--- config.mk ---
export PLATFORM = sky130hd
export DESIGN_NAME = uart_csr_top
export DESIGN_NICKNAME = d
export VERILOG_FILES = /design/src/rtl/uart_csr_pkg.sv /design/src/rtl/uart_csr_decode.sv /design/src/rtl/uart_csr_store.sv /design/src/rtl/uart_irq_unit.sv /design/src/rtl/uart_csr_top.sv
export SDC_FILE = /design/constraint.sdc
export NUM_CORES = 1
export LEC_CHECK = 0
export ABC_AREA = 1
export BUFFER_PORTS_ARGS = -buffer_cell sky130_fd_sc_hd__buf_4
export CAP_MARGIN = 20
export CORE_UTILIZATION = 45
export CTS_BUF_LIST = sky130_fd_sc_hd__clkbuf_8
export DETAILED_ROUTE_END_ITERATION = 6
export PLACE_DENSITY = 0.68
export SKIP_LAST_GASP = 1
export SLEW_MARGIN = 20
export SYNTH_ARGS = -nofsm -noshare
export SYNTH_HDL_FRONTEND = slang
export SYNTH_SLANG_ARGS = --single-unit
--- constraint.sdc ---
create_clock -name clk -period 3.8 [get_ports clk]
set_clock_uncertainty 0.2 [all_clocks]
set_input_delay 0.57 -clock clk [delete_from_list [all_inputs] [get_ports clk]]
set_output_delay 0.57 -clock clk [all_outputs]
set_load 0.02 [all_outputs]
--- src/rtl/uart_csr_pkg.sv ---
package uart_csr_pkg;

    localparam int REG_W = 16;
    localparam int IRQ_W = 11;

    localparam logic [7:0] OFS_DATA = 8'h00;
    localparam logic [7:0] OFS_RSR  = 8'h01;
    localparam logic [7:0] OFS_FLAG = 8'h06;
    localparam logic [7:0] OFS_IBRD = 8'h09;
    localparam logic [7:0] OFS_FBRD = 8'h0A;
    localparam logic [7:0] OFS_LCR  = 8'h0B;
    localparam logic [7:0] OFS_CTL  = 8'h0C;
    localparam logic [7:0] OFS_LVL  = 8'h0D;
    localparam logic [7:0] OFS_MASK = 8'h0E;
    localparam logic [7:0] OFS_RIS  = 8'h0F;
    localparam logic [7:0] OFS_MIS  = 8'h10;
    localparam logic [7:0] OFS_ICR  = 8'h11;

    localparam logic [REG_W-1:0] MSK_FBRD = 16'h003F;
    localparam logic [REG_W-1:0] MSK_LCR  = 16'h00FF;
    localparam logic [REG_W-1:0] MSK_CTL  = 16'hFFC7;
    localparam logic [REG_W-1:0] MSK_LVL  = 16'h003F;
    localparam logic [REG_W-1:0] LVL_INIT = 16'h0012;

    localparam int BIT_RX = 4;
    localparam int BIT_TX = 5;
    localparam int BIT_RT = 6;
    localparam int BIT_BUF_ON = 4;
    localparam int BIT_LOOP = 7;

    localparam logic [63:0] IDENT = 64'hB105F00D_00241011;

    typedef enum logic [3:0] {
        SEL_DATA, SEL_RSR, SEL_FLAG, SEL_IBRD, SEL_FBRD, SEL_LCR, SEL_CTL,
        SEL_LVL, SEL_MASK, SEL_RIS, SEL_MIS, SEL_ICR, SEL_ID, SEL_NONE
    } reg_sel_e;

    typedef struct packed {
        logic [REG_W-1:0] ibrd;
        logic [REG_W-1:0] fbrd;
        logic [REG_W-1:0] lcr;
        logic [REG_W-1:0] ctl;
        logic [REG_W-1:0] lvl;
        logic [IRQ_W-1:0] mask;
    } csr_t;

    function automatic logic [7:0] ident_byte(input logic [2:0] idx);
        return IDENT[idx*8 +: 8];
    endfunction

    function automatic int unsigned rx_trigger(input logic buf_on,
                                               input logic [2:0] code,
                                               input int unsigned depth);
        if (!buf_on) return 1;
        case (code)
            3'd0:    return depth / 8;
            3'd1:    return depth / 4;
            3'd2:    return depth / 2;
            3'd3:    return depth * 3 / 4;
            3'd4:    return depth * 7 / 8;
            default: return depth;
        endcase
    endfunction

endpackage

--- src/rtl/uart_csr_decode.sv ---
module uart_csr_decode
    import uart_csr_pkg::*;
#(
    parameter int ADDR_W = 10
) (
    input  logic [ADDR_W-1:0] addr,
    output reg_sel_e          sel,
    output logic [2:0]        id_idx
);
    always_comb begin
        sel    = SEL_NONE;
        id_idx = addr[2:0];
        if (&addr[ADDR_W-1:3]) begin
            sel = SEL_ID;
        end else if ((addr >> 8) == '0) begin
            case (addr[7:0])
                OFS_DATA: sel = SEL_DATA;
                OFS_RSR:  sel = SEL_RSR;
                OFS_FLAG: sel = SEL_FLAG;
                OFS_IBRD: sel = SEL_IBRD;
                OFS_FBRD: sel = SEL_FBRD;
                OFS_LCR:  sel = SEL_LCR;
                OFS_CTL:  sel = SEL_CTL;
                OFS_LVL:  sel = SEL_LVL;
                OFS_MASK: sel = SEL_MASK;
                OFS_RIS:  sel = SEL_RIS;
                OFS_MIS:  sel = SEL_MIS;
                OFS_ICR:  sel = SEL_ICR;
                default:  sel = SEL_NONE;
            endcase
        end
    end
endmodule

--- src/rtl/uart_csr_store.sv ---
module uart_csr_store
    import uart_csr_pkg::*;
(
    input  logic             clk,
    input  logic             rst,
    input  logic             wr,
    input  reg_sel_e         sel,
    input  logic [REG_W-1:0] wdata,
    input  logic             overrun,
    output csr_t             csr,
    output logic             oe
);
    always_ff @(posedge clk) begin
        if (rst) begin
            csr     <= '0;
            csr.lvl <= LVL_INIT;
        end else if (wr) begin
            case (sel)
                SEL_IBRD: csr.ibrd <= wdata;
                SEL_FBRD: csr.fbrd <= wdata & MSK_FBRD;
                SEL_LCR:  csr.lcr  <= wdata & MSK_LCR;
                SEL_CTL:  csr.ctl  <= wdata & MSK_CTL;
                SEL_LVL:  csr.lvl  <= wdata & MSK_LVL;
                SEL_MASK: csr.mask <= wdata[IRQ_W-1:0];
                default:  ;
            endcase
        end
    end

    // receive error state: overrun sets, any status write clears, set wins
    always_ff @(posedge clk) begin
        if (rst)                        oe <= 1'b0;
        else if (overrun)               oe <= 1'b1;
        else if (wr && sel == SEL_RSR)  oe <= 1'b0;
    end
endmodule

--- src/rtl/uart_irq_unit.sv ---
module uart_irq_unit
    import uart_csr_pkg::*;
#(
    parameter int DEPTH = 16,
    parameter int LVL_W = $clog2(DEPTH + 1)
) (
    input  logic             clk,
    input  logic             rst,
    input  logic             buf_on,
    input  logic [2:0]       trig_code,
    input  logic [IRQ_W-1:0] mask,
    input  logic [LVL_W-1:0] level,
    input  logic             arrive,
    input  logic             data_wr,
    input  logic             data_rd,
    input  logic             clr_wr,
    input  logic [IRQ_W-1:0] clr_bits,
    output logic [IRQ_W-1:0] raw,
    output logic             irq
);
    logic [LVL_W-1:0] trig;
    logic [LVL_W-1:0] level_prev;
    logic [LVL_W-1:0] level_after;
    logic [IRQ_W-1:0] set_v;
    logic [IRQ_W-1:0] clr_v;

    assign trig        = LVL_W'(rx_trigger(buf_on, trig_code, DEPTH));
    assign level_after = (level == '0) ? '0 : level - 1'b1;

    always_comb begin
        set_v = '0;
        clr_v = '0;
        if (level_prev < trig && level >= trig) set_v[BIT_RX] = 1'b1;
        if (arrive && level != '0)              set_v[BIT_RT] = 1'b1;
        if (data_wr)                            set_v[BIT_TX] = 1'b1;
        if (clr_wr)                             clr_v = clr_bits;
        if (data_rd) begin
            if (level_after < trig) clr_v[BIT_RX] = 1'b1;
            if (level_after == '0)  clr_v[BIT_RT] = 1'b1;
        end
    end

    always_ff @(posedge clk) begin
        if (rst) begin
            raw        <= '0;
            level_prev <= '0;
        end else begin
            raw        <= (raw & ~clr_v) | set_v;
            level_prev <= level;
        end
    end

    assign irq = |(raw & mask);
endmodule

--- src/rtl/uart_csr_top.sv ---
module uart_csr_top
    import uart_csr_pkg::*;
#(
    parameter int ADDR_W = 10,
    parameter int DEPTH  = 16,
    parameter int LVL_W  = $clog2(DEPTH + 1)
) (
    input  logic              clk,
    input  logic              rst,
    input  logic              bus_wr,
    input  logic              bus_rd,
    input  logic [ADDR_W-1:0] bus_addr,
    input  logic [REG_W-1:0]  bus_wdata,
    output logic [31:0]       bus_rdata,
    input  logic [7:0]        rx_char,
    input  logic [LVL_W-1:0]  rx_level,
    input  logic              rx_arrive,
    input  logic              rx_overrun,
    output logic              rx_pop,
    output logic              tx_push,
    output logic              lb_push,
    output logic [7:0]        tx_byte,
    output logic              fifo_en,
    output logic              irq
);
    reg_sel_e         sel;
    logic [2:0]       id_idx;
    csr_t             csr_q;
    logic             oe_q;
    logic [IRQ_W-1:0] irq_raw;
    logic             data_wr;
    logic [LVL_W-1:0] eff_depth;
    logic             rx_full;
    logic [31:0]      rd_val;

    uart_csr_decode #(.ADDR_W(ADDR_W)) i_decode (
        .addr   (bus_addr),
        .sel    (sel),
        .id_idx (id_idx)
    );

    uart_csr_store i_store (
        .clk     (clk),
        .rst     (rst),
        .wr      (bus_wr),
        .sel     (sel),
        .wdata   (bus_wdata),
        .overrun (rx_overrun),
        .csr     (csr_q),
        .oe      (oe_q)
    );

    assign data_wr = bus_wr && sel == SEL_DATA;
    assign rx_pop  = bus_rd && sel == SEL_DATA;
    assign tx_push = data_wr && !csr_q.ctl[BIT_LOOP];
    assign lb_push = data_wr &&  csr_q.ctl[BIT_LOOP];
    assign tx_byte = bus_wdata[7:0];
    assign fifo_en = csr_q.lcr[BIT_BUF_ON];

    uart_irq_unit #(.DEPTH(DEPTH), .LVL_W(LVL_W)) i_irq (
        .clk       (clk),
        .rst       (rst),
        .buf_on    (fifo_en),
        .trig_code (csr_q.lvl[5:3]),
        .mask      (csr_q.mask),
        .level     (rx_level),
        .arrive    (rx_arrive),
        .data_wr   (data_wr),
        .data_rd   (rx_pop),
        .clr_wr    (bus_wr && sel == SEL_ICR),
        .clr_bits  (bus_wdata[IRQ_W-1:0]),
        .raw       (irq_raw),
        .irq       (irq)
    );

    assign eff_depth = fifo_en ? LVL_W'(DEPTH) : LVL_W'(1);
    assign rx_full   = rx_level >= eff_depth;

    always_comb begin
        rd_val = '0;
        case (sel)
            SEL_DATA: rd_val = {16'h0, 4'h0, oe_q, 3'b000, rx_char};
            SEL_RSR:  rd_val = {28'h0, oe_q, 3'b000};
            SEL_FLAG: rd_val = {24'h0, 1'b1, rx_full, 1'b0, rx_level == '0, 4'h0};
            SEL_IBRD: rd_val = {16'h0, csr_q.ibrd};
            SEL_FBRD: rd_val = {16'h0, csr_q.fbrd};
            SEL_LCR:  rd_val = {16'h0, csr_q.lcr};
            SEL_CTL:  rd_val = {16'h0, csr_q.ctl};
            SEL_LVL:  rd_val = {16'h0, csr_q.lvl};
            SEL_MASK: rd_val = {21'h0, csr_q.mask};
            SEL_RIS:  rd_val = {21'h0, irq_raw};
            SEL_MIS:  rd_val = {21'h0, irq_raw & csr_q.mask};
            SEL_ID:   rd_val = {24'h0, ident_byte(id_idx)};
            default:  rd_val = '0;
        endcase
    end

    always_ff @(posedge clk) begin
        if (rst)         bus_rdata <= '0;
        else if (bus_rd) bus_rdata <= rd_val;
    end
endmodule

==> flow_summary.toml <==
[clock_network]
root_buffer = "clkbuf_8"
cts_buffers = 9
path_clk_slew_ps = 90
post_cts_resized = 0
htreeDepth = 3
cts_setup_buffers = 0
cts_tree = "built"
clockBufferDepth = 2
clk_latency_ps = 380
hold_buffers = 0
clock_sinks = 93

[floorplan]
die_w_um = 111
io_pins = 90
core-area_mm2 = 0.0115
start_util = 0.467
num_rows = 39
die_h_um = 111
die_area_mm2 = 0.0124

[timing]
fin_crit_sh = 0.821
setup_ws_ps = 681
max-slew-margin-rel = 0.557
setup_violations = 0
timing.final.max_slew_violations = 0
layout_min_cycle_time_ps = 3120
tightestPinTransition_ps = 662
max_freq_mhz = 321
rsz0062_at_grt = "false"
hold_viol = 0
fin_setup_tns_ps = 0

[placed_design]
dp_slack_ps = 579
gp_congestion = 0.921
io_buffers = 73
hpwl_um = 11200

[synth]
yosysTopAreaCell = "dfxtp_1"
ys_seq_area_frac = 0.346
yosysUniqueCellTypes = 40
synth_top_area_frac = 0.346
netlist_area_mm2 = 0.00538
synth_area_leaders = "dfxtp_1, nand2_1, nand3_1"
ys_warn_count = 0
netlist_instances = 787
ys_ff_latch = 93
synth_area_per_cell_um2 = 6.84

[grt]
antenna_found_initial = 0
grt-ovfl-total = 0
grt_max_degree = 53
grtUsageTotal = 0.250
first_global_vias = 4723
grt_first_pass_wirelength_um = 24300

[route]
vias = 5242
met3_length_um = 1280
drc = 14
met1Wirelength_um = 6700
wl_per_cell_um = 15.6
highest_layer = "met4"
ant_nets = 0
routed_wl_um = 15200
drtIter0Drc = 398
vias_per_cell = 5.37
route.met2.wl_um = 7060
dr.pass1.iters = 7

[outcome]
outcome = "finished, violations left"
violations = "design-rule violations"

[cells_and_area]
fin_nets = 891
antenna_cells = 0
drive_above_1_share = 0.159
syn_to_final_growth_pct = 11.1

[setup_path]
crit_type = "input pin to output port"
end_kind = "output port"
required_ps = 3030
cp_max_fo = 18
cp.arrival_ps = 2350
critPathLaunchType = "input pin"

[run]
cap_violations = 0

[power]
cellLeakagePower_nw = 2.73
power_density_mw_per_mm2 = 300
max-vdd-ir-drop_v = 0.000213

[worst_hold_path]
hp-class = "input pin to flip-flop"
==> layout make-up <==
| type | instances | area (µm²) |
|---|---|---|
| flip-flops and latches | 93 | 1860 |
| inverters | 85 | 324 |
| well taps | 143 | 179 |
| clock buffers | 11 | 151 |
| fillers | 1176 | 5540 |
| clock inverters | 4 | 25.0 |
| multi-input cells | 565 | 2870 |
| repair buffers | 76 | 571 |
==> synthesized netlist by cell type <==
| library cell | n |
|---|---|
| o21ai_1 | 7 |
| nand2_2 | 8 |
| and3_1 | 1 |
| a21oi_4 | 1 |
| nand4_1 | 21 |
| inv_4 | 2 |
| o21bai_1 | 2 |
| buf_1 | 2 |
| inv_2 | 7 |
| dfxtp_1 | 93 |
| nor2_8 | 3 |
| nand2_1 | 190 |
| ha_1 | 16 |
| o2111ai_1 | 3 |
| nand3_1 | 84 |
| buf_6 | 3 |
| nand2_4 | 4 |
| nand3_2 | 3 |
| o22ai_1 | 4 |
| buf_2 | 9 |
| o211ai_1 | 3 |
| a21oi_2 | 3 |
| clkinv_1 | 1 |
| clkbuf_1 | 14 |
| nor3_1 | 3 |
| nor2_1 | 66 |
| o31ai_1 | 1 |
| a2111oi_0 | 1 |
| a21oi_1 | 79 |
| conb_1 | 1 |
| o21ai_0 | 32 |
| nor2_4 | 5 |
| nand2_8 | 1 |
| nor2_2 | 3 |
| buf_8 | 2 |
| inv_1 | 75 |
| nor4_1 | 1 |
| a31oi_1 | 2 |
| nand3_4 | 2 |
| buf_4 | 29 |
==> placed cells by master (no fill, tap or decap), types with 2 or more instances in the layout <==
cell type / synthesis / routed
nand3_1: 84 / 84
nand2_2: 8 / 8
o22ai_1: 4 / 4
o21bai_1: 2 / 2
clkbuf_8: 0 / 11
o21ai_0: 32 / 32
nor3_1: 3 / 3
o211ai_1: 3 / 3
buf_4: 29 / 76
nand3_2: 3 / 3
nand4_1: 21 / 21
inv_4: 2 / 2
inv_1: 75 / 75
ha_1: 16 / 16
o21ai_1: 7 / 7
nand2_4: 4 / 4
nor2_1: 66 / 66
nand3_4: 2 / 2
nor2_2: 3 / 3
o2111ai_1: 3 / 3
a21oi_1: 79 / 79
dfxtp_1: 93 / 93
inv_2: 7 / 8
nor2_8: 3 / 3
nand2_1: 190 / 190
a21oi_2: 3 / 3
conb_1: 1 / 16
nor2_4: 5 / 5
a31oi_1: 2 / 2
==> where the power goes <==
part           internal [W]  switching (W)
Combinational     0.0000659       0.000131
Clock              0.000268       0.000342
Sequential         0.000980     0.00000419
Total               0.00131       0.000478
==> stage by stage <==
| step | hold slack, ps | util | instance area (µm²) | power, W | std cells |
|---|---|---|---|---|---|
| CTS | 203 | 0.519 | 5980 | 0.00180 | 977 |
| detailed placement | 247 | 0.504 | 5800 | 0.00120 | 962 |
| finish | 210 | 0.519 | 5980 | 0.00179 | 977 |
| global route | 217 | 0.519 | 5980 | 0.00186 | 977 |
| global placement | 240 | 0.504 | 5800 | 0.00120 | 962 |
| floorplan | 230 | - | 5440 | 0.00114 | 802 |
==> registers in the layout, indices dropped and copies added, names as in the netlist <==
name              cells
bus_rdata            16
i_irq.level_prev      5
i_irq.raw            11
i_store.csr          60
i_store.oe            1
==> kinds of logic (layout without fill, tap and decap cells) <==
| family | after synthesis | in the layout | synth area share |
|---|---|---|---|
| other cells | 1 | 16 | 0.000697 |
| buf+inv | 144 | 176 | 0.132 |
| flops | 93 | 93 | 0.346 |
| compound gates | 138 | 138 | 0.139 |
| fa+ha+maj | 16 | 16 | 0.0372 |
| simple gates | 395 | 395 | 0.345 |
==> worst paths after layout <==
check | start | to | slack [ps] | cells past startpoint
hold / removal | rx_overrun | i_store.oe | 210 | 3
setup reg to reg | i_store.csr[47] | i_irq.raw[4] | 1470 | 10
hold reg to reg | i_store.csr[60] | i_store.csr[60] | 260 | 2
setup / recovery | bus_addr[6] | tx_push | 680 | 11
==> metal layers <==
metal	up-vias	GRT usage
met3	17	0.0561
met5	-	0
met1	2423	0.343
met4	0	0.0559
met2	190	0.402
li1	2612	-
==> worst max-delay path: stages <==
cell	delay (ps)
buf_4	110
nor2_1	100
nand3_1	180
nor2_1	200
nand3_2	190
nor2_8	320
nand3_4	160
inv_2	100
nand2_1	100
nor2_1	140
buf_4	150
(Power assumes the default switching activity.)
